<file path="config.mk">
export PLATFORM = sky130hd
export DESIGN_NAME = irq_entry_sequencer
export DESIGN_NICKNAME = d
export VERILOG_FILES = /design/src/rtl/irq_entry_pkg.sv /design/src/rtl/irq_entry_ctrl.sv /design/src/rtl/irq_entry_dp.sv /design/src/rtl/irq_entry_sequencer.sv
export SDC_FILE = /design/constraint.sdc
export NUM_CORES = 1
export LEC_CHECK = 0
export ABC_CLOCK_PERIOD_IN_PS = 3350
export CORE_MARGIN = 5
export CORE_UTILIZATION = 33
export DETAILED_ROUTE_END_ITERATION = 6
export PLACE_DENSITY_LB_ADDON = 0.1
export SLEW_MARGIN = 20
export SYNTH_ARGS = -nofsm -noshare
export SYNTH_HDL_FRONTEND = slang
export SYNTH_SLANG_ARGS = --single-unit
</file>
<file path="constraint.sdc">
create_clock -name clk -period 3.35 [get_ports clk]
set_clock_uncertainty 0.1 [all_clocks]
set_input_delay 1.005 -clock clk [delete_from_list [all_inputs] [get_ports clk]]
set_output_delay 1.005 -clock clk [all_outputs]
set_load 0.03 [all_outputs]
</file>
<file path="src/rtl/irq_entry_pkg.sv">
package irq_entry_pkg;

  typedef enum logic [3:0] {
    ST_IDLE, ST_PF1, ST_PF2, ST_INT1, ST_WR1, ST_WR2, ST_VEC, ST_INT2, ST_PFH
  } seqState_e;

  typedef enum logic [2:0] {
    ASEL_NONE, ASEL_PC, ASEL_PC2, ASEL_SP2, ASEL_SP4, ASEL_VEC, ASEL_HND
  } addrSel_e;

  typedef struct packed {
    logic     load;
    addrSel_e addrSel;
    logic     rd;
    logic     wr;
    logic     capVec;
    logic     updSp;
  } ctrlStrobe_t;

endpackage

</file>
<file path="src/rtl/irq_entry_ctrl.sv">
module irq_entry_ctrl
  import irq_entry_pkg::*;
(
  input  logic        clk,
  input  logic        rstN,
  input  logic        irqReq,
  input  logic        instrEnd,
  output ctrlStrobe_t strb,
  output logic        busy,
  output logic        done
);

  seqState_e state, stateNext;
  logic      accept;

  assign accept = (state == ST_IDLE) && irqReq && instrEnd;

  always_comb begin
    stateNext = state;
    unique case (state)
      ST_IDLE: if (accept) stateNext = ST_PF1;
      ST_PF1:  stateNext = ST_PF2;
      ST_PF2:  stateNext = ST_INT1;
      ST_INT1: stateNext = ST_WR1;
      ST_WR1:  stateNext = ST_WR2;
      ST_WR2:  stateNext = ST_VEC;
      ST_VEC:  stateNext = ST_INT2;
      ST_INT2: stateNext = ST_PFH;
      ST_PFH:  stateNext = ST_IDLE;
      default: stateNext = ST_IDLE;
    endcase
  end

  always_ff @(posedge clk or negedge rstN) begin
    if (!rstN) state <= ST_IDLE;
    else       state <= stateNext;
  end

  always_comb begin
    strb         = '0;
    strb.addrSel = ASEL_NONE;
    strb.load    = accept;
    unique case (state)
      ST_PF1: begin strb.addrSel = ASEL_PC;  strb.rd = 1'b1; end
      ST_PF2: begin strb.addrSel = ASEL_PC2; strb.rd = 1'b1; end
      ST_WR1: begin strb.addrSel = ASEL_SP2; strb.wr = 1'b1; end
      ST_WR2: begin strb.addrSel = ASEL_SP4; strb.wr = 1'b1; strb.updSp = 1'b1; end
      ST_VEC: begin strb.addrSel = ASEL_VEC; strb.rd = 1'b1; strb.capVec = 1'b1; end
      ST_PFH: begin strb.addrSel = ASEL_HND; strb.rd = 1'b1; end
      default: ;
    endcase
  end

  assign busy = (state != ST_IDLE);
  assign done = (state == ST_PFH);

  // no start without a request at an instruction boundary
  p_no_spurious_start_r1: assert property (@(posedge clk) disable iff (!rstN)
    (!busy && !(irqReq && instrEnd)) |=> !busy);

  // done is a single cycle and is followed by idle
  p_done_then_idle_r9: assert property (@(posedge clk) disable iff (!rstN)
    done |=> (!busy && !done));

  // read and write strobes never coincide
  p_rd_wr_exclusive_r11: assert property (@(posedge clk) disable iff (!rstN)
    !(strb.rd && strb.wr));

  // once started the sequence runs through regardless of inputs
  p_runs_through_r12: assert property (@(posedge clk) disable iff (!rstN)
    (busy && !done) |=> busy);

endmodule

</file>
<file path="src/rtl/irq_entry_dp.sv">
module irq_entry_dp
  import irq_entry_pkg::*;
#(
  parameter int W          = 16,
  parameter int SRC_W      = 4,
  parameter int CCR_W      = 8,
  parameter int VEC_BASE   = 'h0040,
  parameter int VEC_SIZE   = 2,
  parameter int WORD_BYTES = 2
)(
  input  logic             clk,
  input  logic             rstN,
  input  ctrlStrobe_t      strb,
  input  logic [SRC_W-1:0] srcNum,
  input  logic [W-1:0]     pcIn,
  input  logic [W-1:0]     spIn,
  input  logic [CCR_W-1:0] ccrIn,
  input  logic [W-1:0]     busRdata,
  output logic [W-1:0]     busAddr,
  output logic             busRd,
  output logic             busWr,
  output logic [W-1:0]     busWdata,
  output logic [W-1:0]     spOut
);

  localparam logic [W-1:0] BASE_L  = W'(VEC_BASE);
  localparam logic [W-1:0] ENTRY_L = W'(VEC_SIZE);
  localparam logic [W-1:0] STEP_L  = W'(WORD_BYTES);
  localparam logic [W-1:0] FRAME_L = W'(2 * WORD_BYTES);

  logic [W-1:0]     pcReg, spReg, handlerReg, spOutReg;
  logic [CCR_W-1:0] ccrReg;
  logic [SRC_W-1:0] srcReg;
  logic [W-1:0]     vecAddr;

  always_ff @(posedge clk or negedge rstN) begin
    if (!rstN) begin
      pcReg      <= '0;
      spReg      <= '0;
      ccrReg     <= '0;
      srcReg     <= '0;
      handlerReg <= '0;
      spOutReg   <= '0;
    end else begin
      if (strb.load) begin
        pcReg  <= pcIn;
        spReg  <= spIn;
        ccrReg <= ccrIn;
        srcReg <= srcNum;
      end
      if (strb.capVec) handlerReg <= busRdata;
      if (strb.updSp)  spOutReg   <= spReg - FRAME_L;
    end
  end

  assign vecAddr = BASE_L + W'(srcReg) * ENTRY_L;

  always_comb begin
    unique case (strb.addrSel)
      ASEL_PC:  busAddr = pcReg;
      ASEL_PC2: busAddr = pcReg + STEP_L;
      ASEL_SP2: busAddr = spReg - STEP_L;
      ASEL_SP4: busAddr = spReg - FRAME_L;
      ASEL_VEC: busAddr = vecAddr;
      ASEL_HND: busAddr = handlerReg;
      default:  busAddr = '0;
    endcase
  end

  always_comb begin
    unique case (strb.addrSel)
      ASEL_SP2: busWdata = pcReg;
      ASEL_SP4: busWdata = W'(ccrReg);
      default:  busWdata = '0;
    endcase
  end

  assign busRd = strb.rd;
  assign busWr = strb.wr;
  assign spOut = spOutReg;

  // the first push carries the address of the first discarded prefetch
  p_push_return_pc_r5: assert property (@(posedge clk) disable iff (!rstN)
    (strb.addrSel == ASEL_SP2) |-> (busWdata == $past(busAddr, 3)));

  // the second push lands one word below the first
  p_push_order_r6: assert property (@(posedge clk) disable iff (!rstN)
    (strb.addrSel == ASEL_SP4) |-> ($past(busWr) && busAddr == $past(busAddr) - STEP_L));

  // the handler prefetch uses the data read in the vector cycle
  p_handler_from_vector_r9: assert property (@(posedge clk) disable iff (!rstN)
    (strb.addrSel == ASEL_HND) |-> (busAddr == $past(busRdata, 2)));

  // stack pointer output is lowered by the frame when the handler is fetched
  p_sp_frame_r10: assert property (@(posedge clk) disable iff (!rstN)
    (strb.addrSel == ASEL_HND) |-> (spOut == $past(busAddr, 3)));

endmodule

</file>
<file path="src/rtl/irq_entry_sequencer.sv">
module irq_entry_sequencer
  import irq_entry_pkg::*;
#(
  parameter int W          = 16,
  parameter int SRC_W      = 4,
  parameter int CCR_W      = 8,
  parameter int VEC_BASE   = 'h0040,
  parameter int VEC_SIZE   = 2,
  parameter int WORD_BYTES = 2
)(
  input  logic             clk,
  input  logic             rstN,
  input  logic             irqReq,
  input  logic [SRC_W-1:0] srcNum,
  input  logic             instrEnd,
  input  logic [W-1:0]     pcIn,
  input  logic [W-1:0]     spIn,
  input  logic [CCR_W-1:0] ccrIn,
  input  logic [W-1:0]     busRdata,
  output logic [W-1:0]     busAddr,
  output logic             busRd,
  output logic             busWr,
  output logic [W-1:0]     busWdata,
  output logic [W-1:0]     spOut,
  output logic             busy,
  output logic             done
);

  ctrlStrobe_t strb;

  irq_entry_ctrl uCtrl (
    .clk      (clk),
    .rstN     (rstN),
    .irqReq   (irqReq),
    .instrEnd (instrEnd),
    .strb     (strb),
    .busy     (busy),
    .done     (done)
  );

  irq_entry_dp #(
    .W(W), .SRC_W(SRC_W), .CCR_W(CCR_W),
    .VEC_BASE(VEC_BASE), .VEC_SIZE(VEC_SIZE), .WORD_BYTES(WORD_BYTES)
  ) uDp (
    .clk      (clk),
    .rstN     (rstN),
    .strb     (strb),
    .srcNum   (srcNum),
    .pcIn     (pcIn),
    .spIn     (spIn),
    .ccrIn    (ccrIn),
    .busRdata (busRdata),
    .busAddr  (busAddr),
    .busRd    (busRd),
    .busWr    (busWr),
    .busWdata (busWdata),
    .spOut    (spOut)
  );

endmodule

</file>
==> out/results.txt <==
WL/cell: 18.74 µm
Yosys top cell area share: 43.94%
Avg Inst Size Synth: 10.31 µm²
root buf cell: clkbuf_16
Gate Count Post-Synth: 442
Power Total: 7.585 mW
Cell Area, Placed: 6279 µm²
Top FF cell, synth: dfrtp_1
CP arrival: 2.59 ns
1st-iter DRT viols: 221
Pwr Density: 1073 nW/µm²
IO Port Bufs: 115
worst hold path class: flip-flop to flip-flop
antenna violations before repair: 0
mapped cell area: 4556 µm²
hpwl dp: 10,510 µm
setup TNS: -2.005 ns
dominant cells by area after synthesis: dfrtp_1 (44%), mux2_2 (15%), nand2_1 (3.6%)
Post-Place Worst Slack: -0.03207 ns
Chip Width: 127.5 µm
CP Capture Point: busAddr[14]
CP max-delay cell: or4_4
Layout area overhead: 55.18%
Finish-stage setup viols: 10
Worst path max stage delay: 0.54 ns
R2R cell count: 13
largest net degree at the start of global routing: 49
Setup WS post-layout: -0.3491 ns
violations in the final reports: setup timing
Net count, final: 670
critical path capture point type: output pin
DRT antenna net count: 0
met1 Use GR: 24.50%
first-pass GRT wire length: 23,230 µm
Critical Path Start: uDp.spReg[3]
Seq/Total Area, Yosys: 43.94%
multi-input logic area: 2738 µm²
die area: 16,260 µm²
CTS max path bufs: 2
most numerous cell in the Yosys netlist: dfrtp_1
gr usage total: 18.53%
# IOs: 116
storage element area: 2008 µm²
Clock Latency Late Sink: 0.36 ns
met3 Use GR: 6.020%
Worst R2R End: uDp.spOut[13]
FFs w/ async S/R, synth: 100.0%
layout cells sized above 1: 38.88%
R2R Setup Slk: 0.65 ns
maximum clock rate: 270.3 MHz
Antenna diodes: 0
TritonCTS Sinks: 80
critical path required time: 2.24 ns
RSZ-0062 raised after global routing: yes
Worst Max-Slew Pin Slew: 0.6402 ns
final worst path period share: 110.4%
Synth top cells by count: dfrtp_1 (80), mux2_2 (60), nand2_1 (44), nor2_1 (29), clkbuf_1 (26)
vias per cell: 5.183
Post-Route WL: 14,750 µm
depth of the worst hold-timing path: 2
YS warnings: 0
status: finished, violations left
Syn Nets: 510
CTS Buf Count: 9
reg2reg start: uDp.spReg[8]
CTS Hold Bufs: 0
final instance area: 7069 µm²
Initial Util: 33.21%
max-cap violation count: 0
Pins Over Slew Limit: 0
global route total overflow: 0
Leakage Power: 2.882 nW
Final Hold Fails: 0
met2 usage: 29.24%
via count: 4,079
area leader, netlist: dfrtp_1
Yosys reg bits: 80
H-tree levels: 3
CP Launch Type: flip-flop
drt drc: 0
Filler Cells Inserted: 1,252
Die H: 127.5 µm
vias in the first global route: 4,223
Hold WS: 0.3642 ns
Worst VDD drop: 0.4241 mV
first drt pass iteration count: 5
CTS clk-pin slew, worst paths: 0.06 ns
Core Region: 13,720 µm²
post-synth cell types: 56
max_slew headroom: 57.32%
Final Wtd Congestion: 0.8983
number of synthesized flops with an enable pin: 0
CP cell instances: inv_2, ha_4, or4b_4, nor4_4, mux2i_1, or4_4, buf_6
Crit Path Max Fanout: 5
row cnt: 43
minimum clock period: 3.699 ns
worst setup path class: flip-flop to output pin
TritonCTS clock tree: done
grt peak-use layer: met2
-- power by group --
group	switching [mW]	leakage [nW]	total [mW]	internal, mW
Combinational	2.46	1.78	4.70	2.23
Clock	0.429	0.135	1.01	0.580
Sequential	0.427	0.964	1.88	1.45
Total	3.32	2.88	7.58	4.26
-- timing repair --
item	CTS	global route
setup buffers	14	7
setup endpoints to repair	18	24
cloned	0	0
resized for setup	46	32
hold endpoints to repair	0	0
pin swaps	8	15
-- worst max-delay path: cells and delay by family (launching register included) --
kind | cells | cell delay [ns]
and+or+nand+nor | 3 | 1.31
DFF | 1 | 0.38
buffers and inverters | 2 | 0.25
adders and majority gates | 1 | 0.15
muxes | 1 | 0.14
-- cells in the final DEF, fill, tap and decap left out, drive strengths merged, types with 8 or more instances in the layout --
cell type      synthesis  routed
and2                  14      14
a21oi                  8       8
dfrtp                 80      80
o21ai                 14      14
xnor2                 11      11
a22o                  13      13
nor4                  11      11
mux2                  60      60
mux2i                 12      12
buf                    8     101
nand2                 44      44
nor2                  29      29
clkdlybuf4s50          0      79
clkbuf                26      10
-- area by class of cell --
class,count,share of cell area [%]
clock buffer,10,3.239
clock inverter,6,0.9912
inverter,7,0.3717
multi-input combinational,321,38.73
sequential,80,28.41
tap,180,3.186
timing repair buffer,183,25.08
-- cells by family after synthesis --
logic type / Yosys count / synth area share (%)
AO/OA/AOI/OAI: 79 / 12.99
XOR/XNOR: 17 / 3.268
adder cells (fa/ha/maj): 4 / 1.099
buffers and inverters: 41 / 3.818
flip-flops: 80 / 43.94
multiplexers: 72 / 17.47
AND/OR/NAND/NOR: 149 / 17.41
-- per-stage QoR --
step	std cells	util (%)
after global routing	787	51.53
final	787	51.53
after detailed placement	751	45.76
after floorplan	442	-
after global placement	751	45.76
after CTS	781	50.19
-- worst min path at each step --
stage	slack, ns	from	to
floorplan	0.36	uDp.spReg[0]	uDp.spOut[0]
global placement	0.35	uDp.spOut[5]	uDp.spOut[5]
detailed placement	0.36	uDp.spOut[5]	uDp.spOut[5]
CTS	0.37	uDp.spOut[5]	uDp.spOut[5]
global route	0.38	uDp.spOut[5]	uDp.spOut[5]
finish	0.36	uDp.spOut[5]	uDp.spOut[5]
-- metal layers --
metal	share of wire, %	vias to the layer above	wire [µm]
met5	0	-	0
met4	1.6	0	231
met3	6.3	20	933
met2	47	129	6882
met1	45	1994	6704
li1	-	1936	-
-- state kept, by name, indices dropped and copies added, names as in the netlist --
register        cells
uDp.spReg          16
uDp.handlerReg     16
uDp.spOut          16
uDp.pcReg          16
uDp.ccrReg          8
uCtrl.state         4
uDp.srcReg          4
No activity file was read; power rests on OpenSTA's default activity.
